File: config.mk
export PLATFORM = sky130hd
export DESIGN_NAME = smb_pec_slave
export DESIGN_NICKNAME = d
export VERILOG_FILES = /design/src/rtl/smb_pkg.sv /design/src/rtl/smb_line_sync.sv /design/src/rtl/smb_crc8_acc.sv /design/src/rtl/smb_reset_unlock.sv /design/src/rtl/smb_pec_slave.sv
export SDC_FILE = /design/constraint.sdc
export NUM_CORES = 1
export LEC_CHECK = 0
export BUFFER_PORTS_ARGS = -buffer_cell sky130_fd_sc_hd__buf_2
export CORE_ASPECT_RATIO = 1.4
export CORE_MARGIN = 1
export CORE_UTILIZATION = 61
export CTS_BUF_LIST = sky130_fd_sc_hd__clkbuf_2 sky130_fd_sc_hd__clkbuf_4 sky130_fd_sc_hd__clkbuf_8
export DETAILED_ROUTE_END_ITERATION = 8
export GPL_TIMING_DRIVEN = 0
export PLACE_DENSITY = 0.92
export SLEW_MARGIN = 10
export SYNTH_ARGS = -nofsm -noshare
export SYNTH_HDL_FRONTEND = slang
export SYNTH_HIERARCHICAL = 1
export SYNTH_SLANG_ARGS = --single-unit
export TNS_END_PERCENT = 30
File: constraint.sdc
create_clock -name clk -period 3.81 [get_ports clk]
set_input_delay 0.381 -clock clk [delete_from_list [all_inputs] [get_ports clk]]
set_output_delay 0.381 -clock clk [all_outputs]
set_load 0.05 [all_outputs]
File: src/rtl/smb_pkg.sv
// Shared types and helpers for the bus register slave.
// Assumes bytes move MSB first and the check code is CRC-8, polynomial 0x07.
package smb_pkg;

    localparam int BYTE_W = 8;
    localparam int WORD_W = 16;
    localparam logic [BYTE_W-1:0] CRC_POLY = 8'h07;

    typedef enum logic [2:0] {
        PH_IDLE,
        PH_ADDR,
        PH_CMD,
        PH_WR,
        PH_RD
    } phase_t;

    typedef enum logic [1:0] {
        ERR_NONE  = 2'd0,
        ERR_PEC   = 2'd1,
        ERR_NOCMD = 2'd2
    } err_t;

    // One byte folded into the running CRC, one data bit at a time.
    function automatic logic [BYTE_W-1:0] crc8_step(input logic [BYTE_W-1:0] c,
                                                    input logic [BYTE_W-1:0] d);
        logic [BYTE_W-1:0] r;
        logic fb;
        r = c;
        for (int i = BYTE_W - 1; i >= 0; i--) begin
            fb = r[BYTE_W-1] ^ d[i];
            r  = {r[BYTE_W-2:0], 1'b0} ^ (fb ? CRC_POLY : '0);
        end
        return r;
    endfunction

endpackage

File: src/rtl/smb_line_sync.sv
// Brings the two bus lines into the clock domain and finds edges and bus
// conditions on the synchronised values.
// Assumes both lines idle high; the flops reset to 1 so no false start appears.
module smb_line_sync #(
    parameter int SYNC_STAGES = 2
) (
    input  logic clk,
    input  logic rst_n,
    input  logic scl_i,
    input  logic sda_i,
    output logic scl_s,
    output logic sda_s,
    output logic scl_rise,
    output logic scl_fall,
    output logic start_ev,
    output logic stop_ev
);
    logic [SYNC_STAGES-1:0] scl_ff;
    logic [SYNC_STAGES-1:0] sda_ff;
    logic scl_q;
    logic sda_q;

    // Synchroniser chains plus one-cycle history of the settled values.
    always_ff @(posedge clk) begin
        if (!rst_n) begin
            scl_ff <= '1;
            sda_ff <= '1;
            scl_q  <= 1'b1;
            sda_q  <= 1'b1;
        end else begin
            scl_ff <= {scl_ff[SYNC_STAGES-2:0], scl_i};
            sda_ff <= {sda_ff[SYNC_STAGES-2:0], sda_i};
            scl_q  <= scl_s;
            sda_q  <= sda_s;
        end
    end

    assign scl_s    = scl_ff[SYNC_STAGES-1];
    assign sda_s    = sda_ff[SYNC_STAGES-1];
    assign scl_rise = scl_s & ~scl_q;
    assign scl_fall = ~scl_s & scl_q;
    assign start_ev = scl_s & scl_q & sda_q & ~sda_s;
    assign stop_ev  = scl_s & scl_q & ~sda_q & sda_s;

endmodule

File: src/rtl/smb_crc8_acc.sv
// Running CRC-8 over the bytes of one message.
// Assumes clr and en are never needed in the same cycle; clr wins if they are.
module smb_crc8_acc
    import smb_pkg::*;
(
    input  logic              clk,
    input  logic              rst_n,
    input  logic              clr,
    input  logic              en,
    input  logic [BYTE_W-1:0] din,
    output logic [BYTE_W-1:0] crc
);
    // Clear at message boundaries, fold in each accepted byte.
    always_ff @(posedge clk) begin
        if (!rst_n)   crc <= '0;
        else if (clr) crc <= '0;
        else if (en)  crc <= crc8_step(crc, din);
    end

endmodule

File: src/rtl/smb_reset_unlock.sv
// Two-write unlock: a key write enters calibration, and the very next write
// decides between a reset request and a plain abort.
// Assumes we is a single-cycle strobe per committed write.
module smb_reset_unlock #(
    parameter int                AW       = 8,
    parameter int                DW       = 16,
    parameter logic [AW-1:0]     CAL_REG  = 8'h00,
    parameter logic [DW-1:0]     CAL_KEY  = 16'h0653,
    parameter logic [AW-1:0]     EXIT_REG = 8'h5E,
    parameter logic [DW-1:0]     EXIT_KEY = 16'h0000
) (
    input  logic          clk,
    input  logic          rst_n,
    input  logic          we,
    input  logic [AW-1:0] addr,
    input  logic [DW-1:0] data,
    output logic          cal_mode,
    output logic          dev_rst
);
    // Track the calibration state and raise the reset pulse on the exit write.
    always_ff @(posedge clk) begin
        if (!rst_n) begin
            cal_mode <= 1'b0;
            dev_rst  <= 1'b0;
        end else begin
            dev_rst <= 1'b0;
            if (we) begin
                if (!cal_mode) begin
                    cal_mode <= (addr == CAL_REG) && (data == CAL_KEY);
                end else begin
                    cal_mode <= 1'b0;
                    dev_rst  <= (addr == EXIT_REG) && (data == EXIT_KEY);
                end
            end
        end
    end

    // a reset request only ever follows the calibration state.
    a_r10_rst_needs_cal: assert property (@(posedge clk) disable iff (!rst_n)
        dev_rst |-> $past(cal_mode));

    // the reset request lasts a single cycle.
    a_r10_rst_single: assert property (@(posedge clk) disable iff (!rst_n)
        dev_rst |=> !dev_rst);

endmodule

File: src/rtl/smb_pec_slave.sv
// Bus register slave: address match, command, word write, word read and block
// read, each with an optional trailing CRC-8 byte, plus the unlock sequence.
// Assumes the host changes data only while the clock is low, apart from start
// and stop, and that each bus level holds for several system clocks.
module smb_pec_slave
    import smb_pkg::*;
#(
    parameter logic [6:0]        DEV_ADDR    = 7'h0B,
    parameter int                SYNC_STAGES = 2,
    parameter int                BLK_BIT     = 7,
    parameter logic [BYTE_W-1:0] CAL_REG     = 8'h00,
    parameter logic [WORD_W-1:0] CAL_KEY     = 16'h0653,
    parameter logic [BYTE_W-1:0] EXIT_REG    = 8'h5E,
    parameter logic [WORD_W-1:0] EXIT_KEY    = 16'h0000
) (
    input  logic              clk,
    input  logic              rst_n,
    input  logic              scl_i,
    input  logic              sda_i,
    output logic              sda_oe,
    output logic [BYTE_W-1:0] reg_addr,
    output logic [WORD_W-1:0] reg_wdata,
    output logic              reg_we,
    input  logic [WORD_W-1:0] reg_rdata,
    output logic [1:0]        err_code,
    output logic              cal_mode,
    output logic              dev_rst
);
    localparam logic [BYTE_W-1:0] BLK_COUNT = BYTE_W'(WORD_W / BYTE_W);

    logic scl_s, sda_s, scl_rise, scl_fall, start_ev, stop_ev;

    phase_t            phase;
    logic [3:0]        bitc;
    logic [BYTE_W-1:0] rx;
    logic [BYTE_W-1:0] cmd;
    logic              have_cmd;
    logic [1:0]        wcnt;
    logic [BYTE_W-1:0] dlo, dhi;
    logic              pec_ok;
    logic [WORD_W-1:0] rd_word;
    logic              blk;
    logic [2:0]        tx_idx;
    logic              tx_started;
    logic              oe;
    err_t              err;
    logic              we_q;

    logic              crc_clr, crc_en;
    logic [BYTE_W-1:0] crc_din, crc;
    logic [BYTE_W-1:0] tx_byte;
    logic [2:0]        pec_pos;
    logic              addr_hit;

    smb_line_sync #(.SYNC_STAGES(SYNC_STAGES)) u_sync (
        .clk      (clk),
        .rst_n    (rst_n),
        .scl_i    (scl_i),
        .sda_i    (sda_i),
        .scl_s    (scl_s),
        .sda_s    (sda_s),
        .scl_rise (scl_rise),
        .scl_fall (scl_fall),
        .start_ev (start_ev),
        .stop_ev  (stop_ev)
    );

    smb_crc8_acc u_crc (
        .clk   (clk),
        .rst_n (rst_n),
        .clr   (crc_clr),
        .en    (crc_en),
        .din   (crc_din),
        .crc   (crc)
    );

    assign addr_hit = (rx[BYTE_W-1:1] == DEV_ADDR);

    // Byte to return for the current read position: count, data, then CRC.
    always_comb begin
        pec_pos = blk ? 3'd3 : 3'd2;
        tx_byte = '1;
        if (tx_idx == pec_pos) begin
            tx_byte = crc;
        end else if (tx_idx < pec_pos) begin
            if (blk && tx_idx == 3'd0)                 tx_byte = BLK_COUNT;
            else if (tx_idx == (blk ? 3'd1 : 3'd0))    tx_byte = rd_word[BYTE_W-1:0];
            else                                       tx_byte = rd_word[WORD_W-1:BYTE_W];
        end
    end

    // Decide which bytes enter the CRC and when it restarts.
    always_comb begin
        crc_clr = stop_ev || (start_ev && !(phase == PH_WR && wcnt == 2'd0));
        crc_en  = 1'b0;
        crc_din = rx;
        if (scl_fall && bitc == 4'd8) begin
            case (phase)
                PH_ADDR: crc_en = addr_hit;
                PH_CMD:  crc_en = 1'b1;
                PH_WR:   crc_en = (wcnt < 2'd2);
                default: crc_en = 1'b0;
            endcase
        end else if (scl_rise && bitc == 4'd8 && phase == PH_RD && tx_started) begin
            crc_en  = 1'b1;
            crc_din = tx_byte;
        end
    end

    // Message sequencer: bit counting, acknowledge, data return and commit.
    always_ff @(posedge clk) begin
        if (!rst_n) begin
            phase      <= PH_IDLE;
            bitc       <= '0;
            rx         <= '0;
            cmd        <= '0;
            have_cmd   <= 1'b0;
            wcnt       <= '0;
            dlo        <= '0;
            dhi        <= '0;
            pec_ok     <= 1'b0;
            rd_word    <= '0;
            blk        <= 1'b0;
            tx_idx     <= '0;
            tx_started <= 1'b0;
            oe         <= 1'b0;
            err        <= ERR_NONE;
            we_q       <= 1'b0;
        end else begin
            we_q <= 1'b0;
            if (start_ev) begin
                have_cmd   <= (phase == PH_WR) && (wcnt == 2'd0);
                phase      <= PH_ADDR;
                bitc       <= '0;
                oe         <= 1'b0;
                err        <= ERR_NONE;
                tx_idx     <= '0;
                tx_started <= 1'b0;
            end else if (stop_ev) begin
                if (phase == PH_WR && (wcnt == 2'd2 || (wcnt == 2'd3 && pec_ok)))
                    we_q <= 1'b1;
                phase    <= PH_IDLE;
                oe       <= 1'b0;
                have_cmd <= 1'b0;
            end else if (scl_rise && phase != PH_IDLE) begin
                if (bitc < 4'd8) begin
                    rx   <= {rx[BYTE_W-2:0], sda_s};
                    bitc <= bitc + 4'd1;
                end else if (bitc == 4'd8) begin
                    bitc <= 4'd9;
                    if (phase == PH_RD && tx_started) begin
                        if (sda_s) phase  <= PH_IDLE;
                        else       tx_idx <= tx_idx + 3'd1;
                    end
                end
            end else if (scl_fall && phase != PH_IDLE) begin
                case (bitc)
                    4'd8: begin
                        case (phase)
                            PH_ADDR: begin
                                if (addr_hit && !rx[0]) begin
                                    oe    <= 1'b1;
                                    phase <= PH_CMD;
                                end else if (addr_hit && have_cmd) begin
                                    oe      <= 1'b1;
                                    phase   <= PH_RD;
                                    rd_word <= reg_rdata;
                                    blk     <= cmd[BLK_BIT];
                                end else begin
                                    if (addr_hit) err <= ERR_NOCMD;
                                    phase <= PH_IDLE;
                                end
                            end
                            PH_CMD: begin
                                oe     <= 1'b1;
                                cmd    <= rx;
                                phase  <= PH_WR;
                                wcnt   <= '0;
                                pec_ok <= 1'b0;
                            end
                            PH_WR: begin
                                case (wcnt)
                                    2'd0: begin dlo <= rx; oe <= 1'b1; end
                                    2'd1: begin dhi <= rx; oe <= 1'b1; end
                                    2'd2: begin
                                        if (rx == crc) begin
                                            oe     <= 1'b1;
                                            pec_ok <= 1'b1;
                                        end else begin
                                            err    <= ERR_PEC;
                                            pec_ok <= 1'b0;
                                        end
                                    end
                                    default: oe <= 1'b0;
                                endcase
                                if (wcnt != 2'd3) wcnt <= wcnt + 2'd1;
                            end
                            PH_RD:   oe <= 1'b0;
                            default: oe <= 1'b0;
                        endcase
                    end
                    4'd9: begin
                        bitc <= '0;
                        if (phase == PH_RD) begin
                            tx_started <= 1'b1;
                            oe         <= ~tx_byte[BYTE_W-1];
                        end else begin
                            oe <= 1'b0;
                        end
                    end
                    4'd1, 4'd2, 4'd3, 4'd4, 4'd5, 4'd6, 4'd7: begin
                        if (phase == PH_RD && tx_started)
                            oe <= ~tx_byte[3'd7 - bitc[2:0]];
                    end
                    default: ;
                endcase
            end
        end
    end

    smb_reset_unlock #(
        .AW       (BYTE_W),
        .DW       (WORD_W),
        .CAL_REG  (CAL_REG),
        .CAL_KEY  (CAL_KEY),
        .EXIT_REG (EXIT_REG),
        .EXIT_KEY (EXIT_KEY)
    ) u_unlock (
        .clk      (clk),
        .rst_n    (rst_n),
        .we       (we_q),
        .addr     (cmd),
        .data     ({dhi, dlo}),
        .cal_mode (cal_mode),
        .dev_rst  (dev_rst)
    );

    assign sda_oe    = oe;
    assign reg_addr  = cmd;
    assign reg_wdata = {dhi, dlo};
    assign reg_we    = we_q;
    assign err_code  = err;

    // a register write is only issued right after a stop.
    a_r3_we_after_stop: assert property (@(posedge clk) disable iff (!rst_n)
        reg_we |-> $past(stop_ev));

    // the slave begins pulling the data line only while the clock is low.
    a_r9_drive_scl_low: assert property (@(posedge clk) disable iff (!rst_n)
        $rose(sda_oe) |-> !scl_s);

    // with no message under way the data line is left released.
    a_r2_idle_quiet: assert property (@(posedge clk) disable iff (!rst_n)
        (phase == PH_IDLE) |-> !sda_oe);

endmodule

Word-level counts from Yosys, hierarchy flattened --
Cells that the tools add are included.
Cells by class: bitwise gates (word level) 35, mux-type cells 61, multiply operators 0, magnitude comparators 4, equality and inequality tests 39, shift-type cells 0, reduce and logical (&&, ||, !) cells 56, divide/modulo/power cells 0, $add $sub $neg 4
Operators by type and width (count):
- XOR 8 bit | 8
- 2-to-1 mux 3 bit | 17
- 2-to-1 mux 8 bit | 6
- AND reduction 6 bit | 5
- AND reduction 7 bit | 4
- 2-to-1 mux 4 bit | 5
- 2-to-1 mux 1 bit | 18
- == test 16 x 11 -> 1 bit (second input constant) | 1
- == test 4 x 3 -> 1 bit (second input constant) | 4
- logical AND 1 bit | 16
- logical NOT 16 bit | 1
- != test 2 bit (second input constant) | 7
- 2-to-1 mux 2 bit | 6
- != test 4 x 3 -> 1 bit (second input constant) | 3
- inverter 1 bit | 12
- nonzero test 3 bit | 4
- AND reduction 10 bit | 1
- nonzero test 2 bit | 5
- one-hot mux 1 bit (3 select lines) | 3
- == test 4 x 2 -> 1 bit (second input constant) | 2
- == test 4 bit (second input constant) | 2
- == test 8 x 7 -> 1 bit (second input constant) | 1
- == test 8 bit | 1
- logical NOT 8 bit | 1
- 39 further kinds | 66
Storage, ports and cells: RAM bits 0, flip-flop bits (word level) 84, ROM bits 0, latch bits 0, memories kept 0, bits of input ports 20

Logic depth before layout (Yosys ltp) --
depth after elaboration 32, depth in mapped cells 12

Hierarchy --
The synthesis kept the hierarchy.
By module, submodules not included:
- smb_pec_slave | times used 1, sequential area each 1361.3 um2, area each 3972.6 um2, cells an instance 460
- smb_crc8_acc | times used 1, sequential area each 160.2 um2, area each 568.0 um2, cells an instance 54
- smb_line_sync | times used 1, sequential area each 120.1 um2, area each 190.2 um2, cells an instance 16
- smb_reset_unlock | times used 1, sequential area each 40.0 um2, area each 163.9 um2, cells an instance 18

Worst setup path before layout --
Ideal clock, no wire load.
path kind reg2reg, start point reg tx_idx[0], end point reg u_crc.crc[5], setup slack 0.716 ns, clock period less this slack 3.094 ns, cell stages (with the launch flop) 12, data arrival time 3.023 ns, cell sequence dfxtp_1 > inv_1 > ha_1 > clkbuf_1 > or4b_2 > o211ai_1 > a21oi_1 > mux2_1 > xnor2_2 > xnor3_1 > or3_1 > a21oi_1
Between the ends: elaborated cells on any way between the ends 23
RTL lines:
- from (decl) | RTL line smb_pec_slave.sv:43 | logic [2:0] tx_idx;
- from (signal assigned) | RTL line smb_pec_slave.sv:153 | else tx_idx <= tx_idx + 3'd1;
- == test 3 x 1 -> 1 bit / logical NOT 3 bit (equally long branches) | RTL line smb_pec_slave.sv:87, smb_pec_slave.sv:86
- 2-to-1 mux 8 bit / logical AND 1 bit (equally long branches) | RTL line smb_pec_slave.sv:87, smb_pec_slave.sv:86
- 2-to-1 mux 8 bit | RTL line smb_pec_slave.sv:86 | if (blk && tx_idx == 3'd0) tx_byte = BLK_COUNT;
- 2-to-1 mux 8 bit | RTL line smb_pec_slave.sv:85 | end else if (tx_idx < pec_pos) begin
- 2-to-1 mux 8 bit (*) | RTL line smb_pec_slave.sv:83 | if (tx_idx == pec_pos) begin
- 2-to-1 mux 8 bit (*) | RTL line smb_pec_slave.sv:104 | end else if (scl_rise && bitc == 4'd8 && phase == PH_RD && tx_started) begin
- 2-to-1 mux 8 bit (*) | RTL line smb_pec_slave.sv:97 | if (scl_fall && bitc == 4'd8) begin
- named net crc_din[4] | RTL line smb_pec_slave.sv:50 | logic [BYTE_W-1:0] crc_din, crc;
- XOR 1 bit (*) | RTL line smb_pkg.sv:30 | fb = r[BYTE_W-1] ^ d[i];
- 2-to-1 mux 3 bit (*) | RTL line smb_pkg.sv:31 | r = {r[BYTE_W-2:0], 1'b0} ^ (fb ? CRC_POLY : '0);
- XOR 8 bit (*) (5 in series) | RTL line smb_pkg.sv:31
- to (signal assigned) | RTL line smb_crc8_acc.sv:17 | else if (en) crc <= crc8_step(crc, din);
- to (decl) | RTL line smb_crc8_acc.sv:11 | output logic [BYTE_W-1:0] crc
Mark *: on every way through the listed nets, which the timed path passes. The rest lies on a longest branch. A chain may end at the register's enable or synchronous reset.

Worst setup path after layout --
Ends and elaborated chain as after synthesis.

==> key figures <==
Yosys
  – Yosys reg bits: 84
  – Fraction of registers with async set/reset: 0%
  – Netlist cell types: 74
  – Avg Inst Size Synth: 8.93 sq um
  – EDFF count, synth: 0
  – Synth warn: 6
  – Post-Syn Area: 4890 sq um
  – Mapped Cells: 548
  – Commonest register cell after synthesis: dfxtp_1
  – Post-synthesis sequential area ratio: 34.4%
  – Syn nets: a little under 600

Final layout
  – Commonest non-fill, non-tap cell in the layout: dfxtp_1
  – N_diodes: 0
  – # fillers: 610
  – Area of the multi-input gates: around 3000 sq um
  – Share of cells above drive strength 1: 19.1%
  – Nets: 640
  – Synthesis-to-layout area growth: 11.2%
  – Storage cell area: 1680 sq um
  – Most frequent cells in the layout: dfxtp_1 (84), buf_2 (54), nand2_1 (44), nor2b_1 (44)

Floorplanning
  – Die width: slightly below 80 um
  – Die height: around 110 um
  – Die ar.: ~8400 sq um
  – # IOs: 50
  – Initial core utilization: 63.2%
  – Total core area: 7750 sq um
  – Site Rows: 38

STA
  – Max Clk Rate: 285 MHz
  – Fin Setup TNS: 0 ps
  – Worst setup margin: ~300 ps
  – Worst Skew: 12.3 ps
  – RSZ-0062 raised after global routing: no
  – Rel. slew slack: 41.2%
  – Worst Tran Pin Value: 870 ps
  – Final setup violation count: 0
  – Tmin final: 3510 ps
  – Final Cycle Share: 92.0%
  – Final Hold Vio Count: 0
  – Pins Over Slew Limit: 0

Worst setup path
  – RR Endpoint: u_crc/crc[5]
  – Slack of the worst reg-to-reg path: 300 ps
  – Critical Path AT: 3810 ps
  – Reg2Reg Depth: 11
  – Crit path capture type: flop
  – Crit path required time: 4120 ps
  – Crit-path max FO: 10
  – Crit Reg-Reg Startpoint: tx_idx[0]
  – Startpoint types: flop
  – Kind of critical path: flop to flop

CTS
  – CTS tree: done
  – Clock Sinks: between 80 and 90
  – Post-CTS sizing: 0
  – CTS H-Tree Depth: 3
  – CTS max path bufs: 2
  – Total CTS buffers: 9
  – Clock latency on the worst-skew pair: 370 ps
  – Setup Fix Bufs, Post-CTS: 0
  – Root Buffer: clkbuf_8
  – Clk slew on worst S/H paths: 90 ps
  – Hold_buf cts: 0

Min path
  – Source of the worst hold timing path: scl_i
  – Hold EP: u_sync/scl_ff[0]
  – HP Class: input port to flop
  – Hold Crit Depth: 2

Routing
  – Vias per cell: between 5 and 6
  – Vias: 4260
  – Detailed Route Iter0 Violations: 305
  – Routed Antenna Nets: 0
  – Drt first pass iters: 5
  – Routed Wire Length: 12100 um
  – Drt wl/cell: 17.0 um
  – DRC viols: 0

Power and ir drop
  – Static Leak: 2.15 nW
  – Pwr dens: 281 nW/um^2
  – VDD IR max: 0.200 mV

Place
  – Gpl congestion: 0.959
  – I/O Buffers: 49
  – Pre-CTS setup slack: about 330 ps
  – Hpwl dp: 9270 um

Run status
  – Status: finished clean

GRT
  – Initial antenna violation count: 0
  – GRT Total Usage: a little under a third
  – Largest net degree at the start of global routing: 16
  – First-pass GRT wire length: 19800 um
  – GR Overflow Total: 0
  – Vias in the first global route: 4225

Run
  – Max_cap viols: 0
-- cells by family after synthesis --
family / share of synthesized area (%)
muxes: 8.69
adders and majority gates: 3.07
AOI/OAI and AO/OA: 15.3
buffers and inverters: 4.63
and+or+nand+nor: 26.6
xor gates and xnor gates: 7.44
DFF: 34.4
-- critical path: stages (launching register included) --
cell,delay [ps]
dfxtp_1,350
inv_1,90
ha_1,300
clkbuf_1,310
or4b_2,630
o211ai_1,130
a21oi_1,120
mux2_1,390
xnor2_2,300
xnor3_1,380
or3_1,320
a21oi_1,140
-- per-layer routing --
| metal | wire length [um] | GRT usage (%) | vias to the layer above |
|---|---|---|---|
| met3 | 555 | 5.91 | 53 |
| met4 | 582 | 21.0 | 0 |
| li1 | - | - | 2049 |
| met2 | 6110 | 52.9 | 182 |
| met1 | 4880 | 33.7 | 1976 |
| met5 | 0 | 0 | - |
-- cell usage after synthesis, drive strengths merged, types with 4 or more instances --
cell	count	share of area, %
or2	4	0.51
a21o	5	0.79
xnor2	26	5.0
nand3	9	1.0
nor2	38	2.9
xnor3	5	2.3
clkbuf	26	2.0
a211oi	8	1.3
nor4	8	1.6
nor3	12	1.7
nor4b	4	0.84
dfxtp	84	34
a21boi	19	3.7
inv	12	0.92
o21ai	27	2.8
nor2b	44	5.6
or4b	5	1.2
buf	11	1.7
nand2b	13	1.7
nand4	9	1.2
a21oi	21	2.1
ha	12	3.1
nand2	54	4.7
o211ai	4	0.61
mux2i	38	7.8
or3	6	0.77
-- cell type report --
class	instances	area share [%]
flip-flops and latches	84	30.9
plain buffers	37	3.33
repair buffers	49	4.51
clock inverters	6	0.851
clock buffers	10	2.41
well taps	100	2.30
inverters	12	0.828
multi-input cells	415	54.9
-- how the worst max path moves through the flow --
stage               slack, ps  startpoint      endpoint  cells past startpoint
CTS                       310     bitc[0]  u_crc/crc[1]                     11
finish                    300   tx_idx[0]  u_crc/crc[5]                     11
global route               80     bitc[0]  u_crc/crc[1]                     11
detailed placement        330     bitc[0]  u_crc/crc[1]                     11
global placement          360     bitc[0]  u_crc/crc[7]                     11
floorplan                 720   tx_idx[0]  u_crc/crc[5]                     11
-- stage by stage --
| stage | utilization [%] | total power, mW | std cells | hold slack (ps) | instance area (sq um) |
|---|---|---|---|---|---|
| 2_1_floorplan | - | 0.937 | 548 | 386 | 4890 |
| 3_3_place_gp | 67.9 | 0.958 | 697 | 390 | 5270 |
| 3_5_place_dp | 67.9 | 0.960 | 697 | 403 | 5270 |
| 4_1_cts | 70.2 | 1.54 | 713 | 176 | 5440 |
| 5_1_grt | 70.2 | 1.59 | 713 | 183 | 5440 |
| 6_report | 70.2 | 1.53 | 713 | 188 | 5440 |
-- power by group --
| group | switching, mW | internal, mW |
|---|---|---|
| logic | 0.0333 | 0.0256 |
| registers | 0.00166 | 0.880 |
| clock network | 0.340 | 0.250 |
-- flip-flops by register name, indices dropped and copies added (netlist names) --
register / cells
u_sync/sda_q: 1
reg_we: 1
u_unlock/dev_rst: 1
reg_addr: 8
tx_started: 1
bitc: 4
err_code: 2
wcnt: 2
u_sync/sda_ff: 2
rd_word: 16
u_crc/crc: 8
u_unlock/cal_mode: 1
rx: 8
u_sync/scl_ff: 2
phase: 3
tx_idx: 3
dlo: 8
pec_ok: 1
dhi: 8
u_sync/scl_q: 1
have_cmd: 1
sda_oe: 1
blk: 1
(Power assumes the default switching activity.)
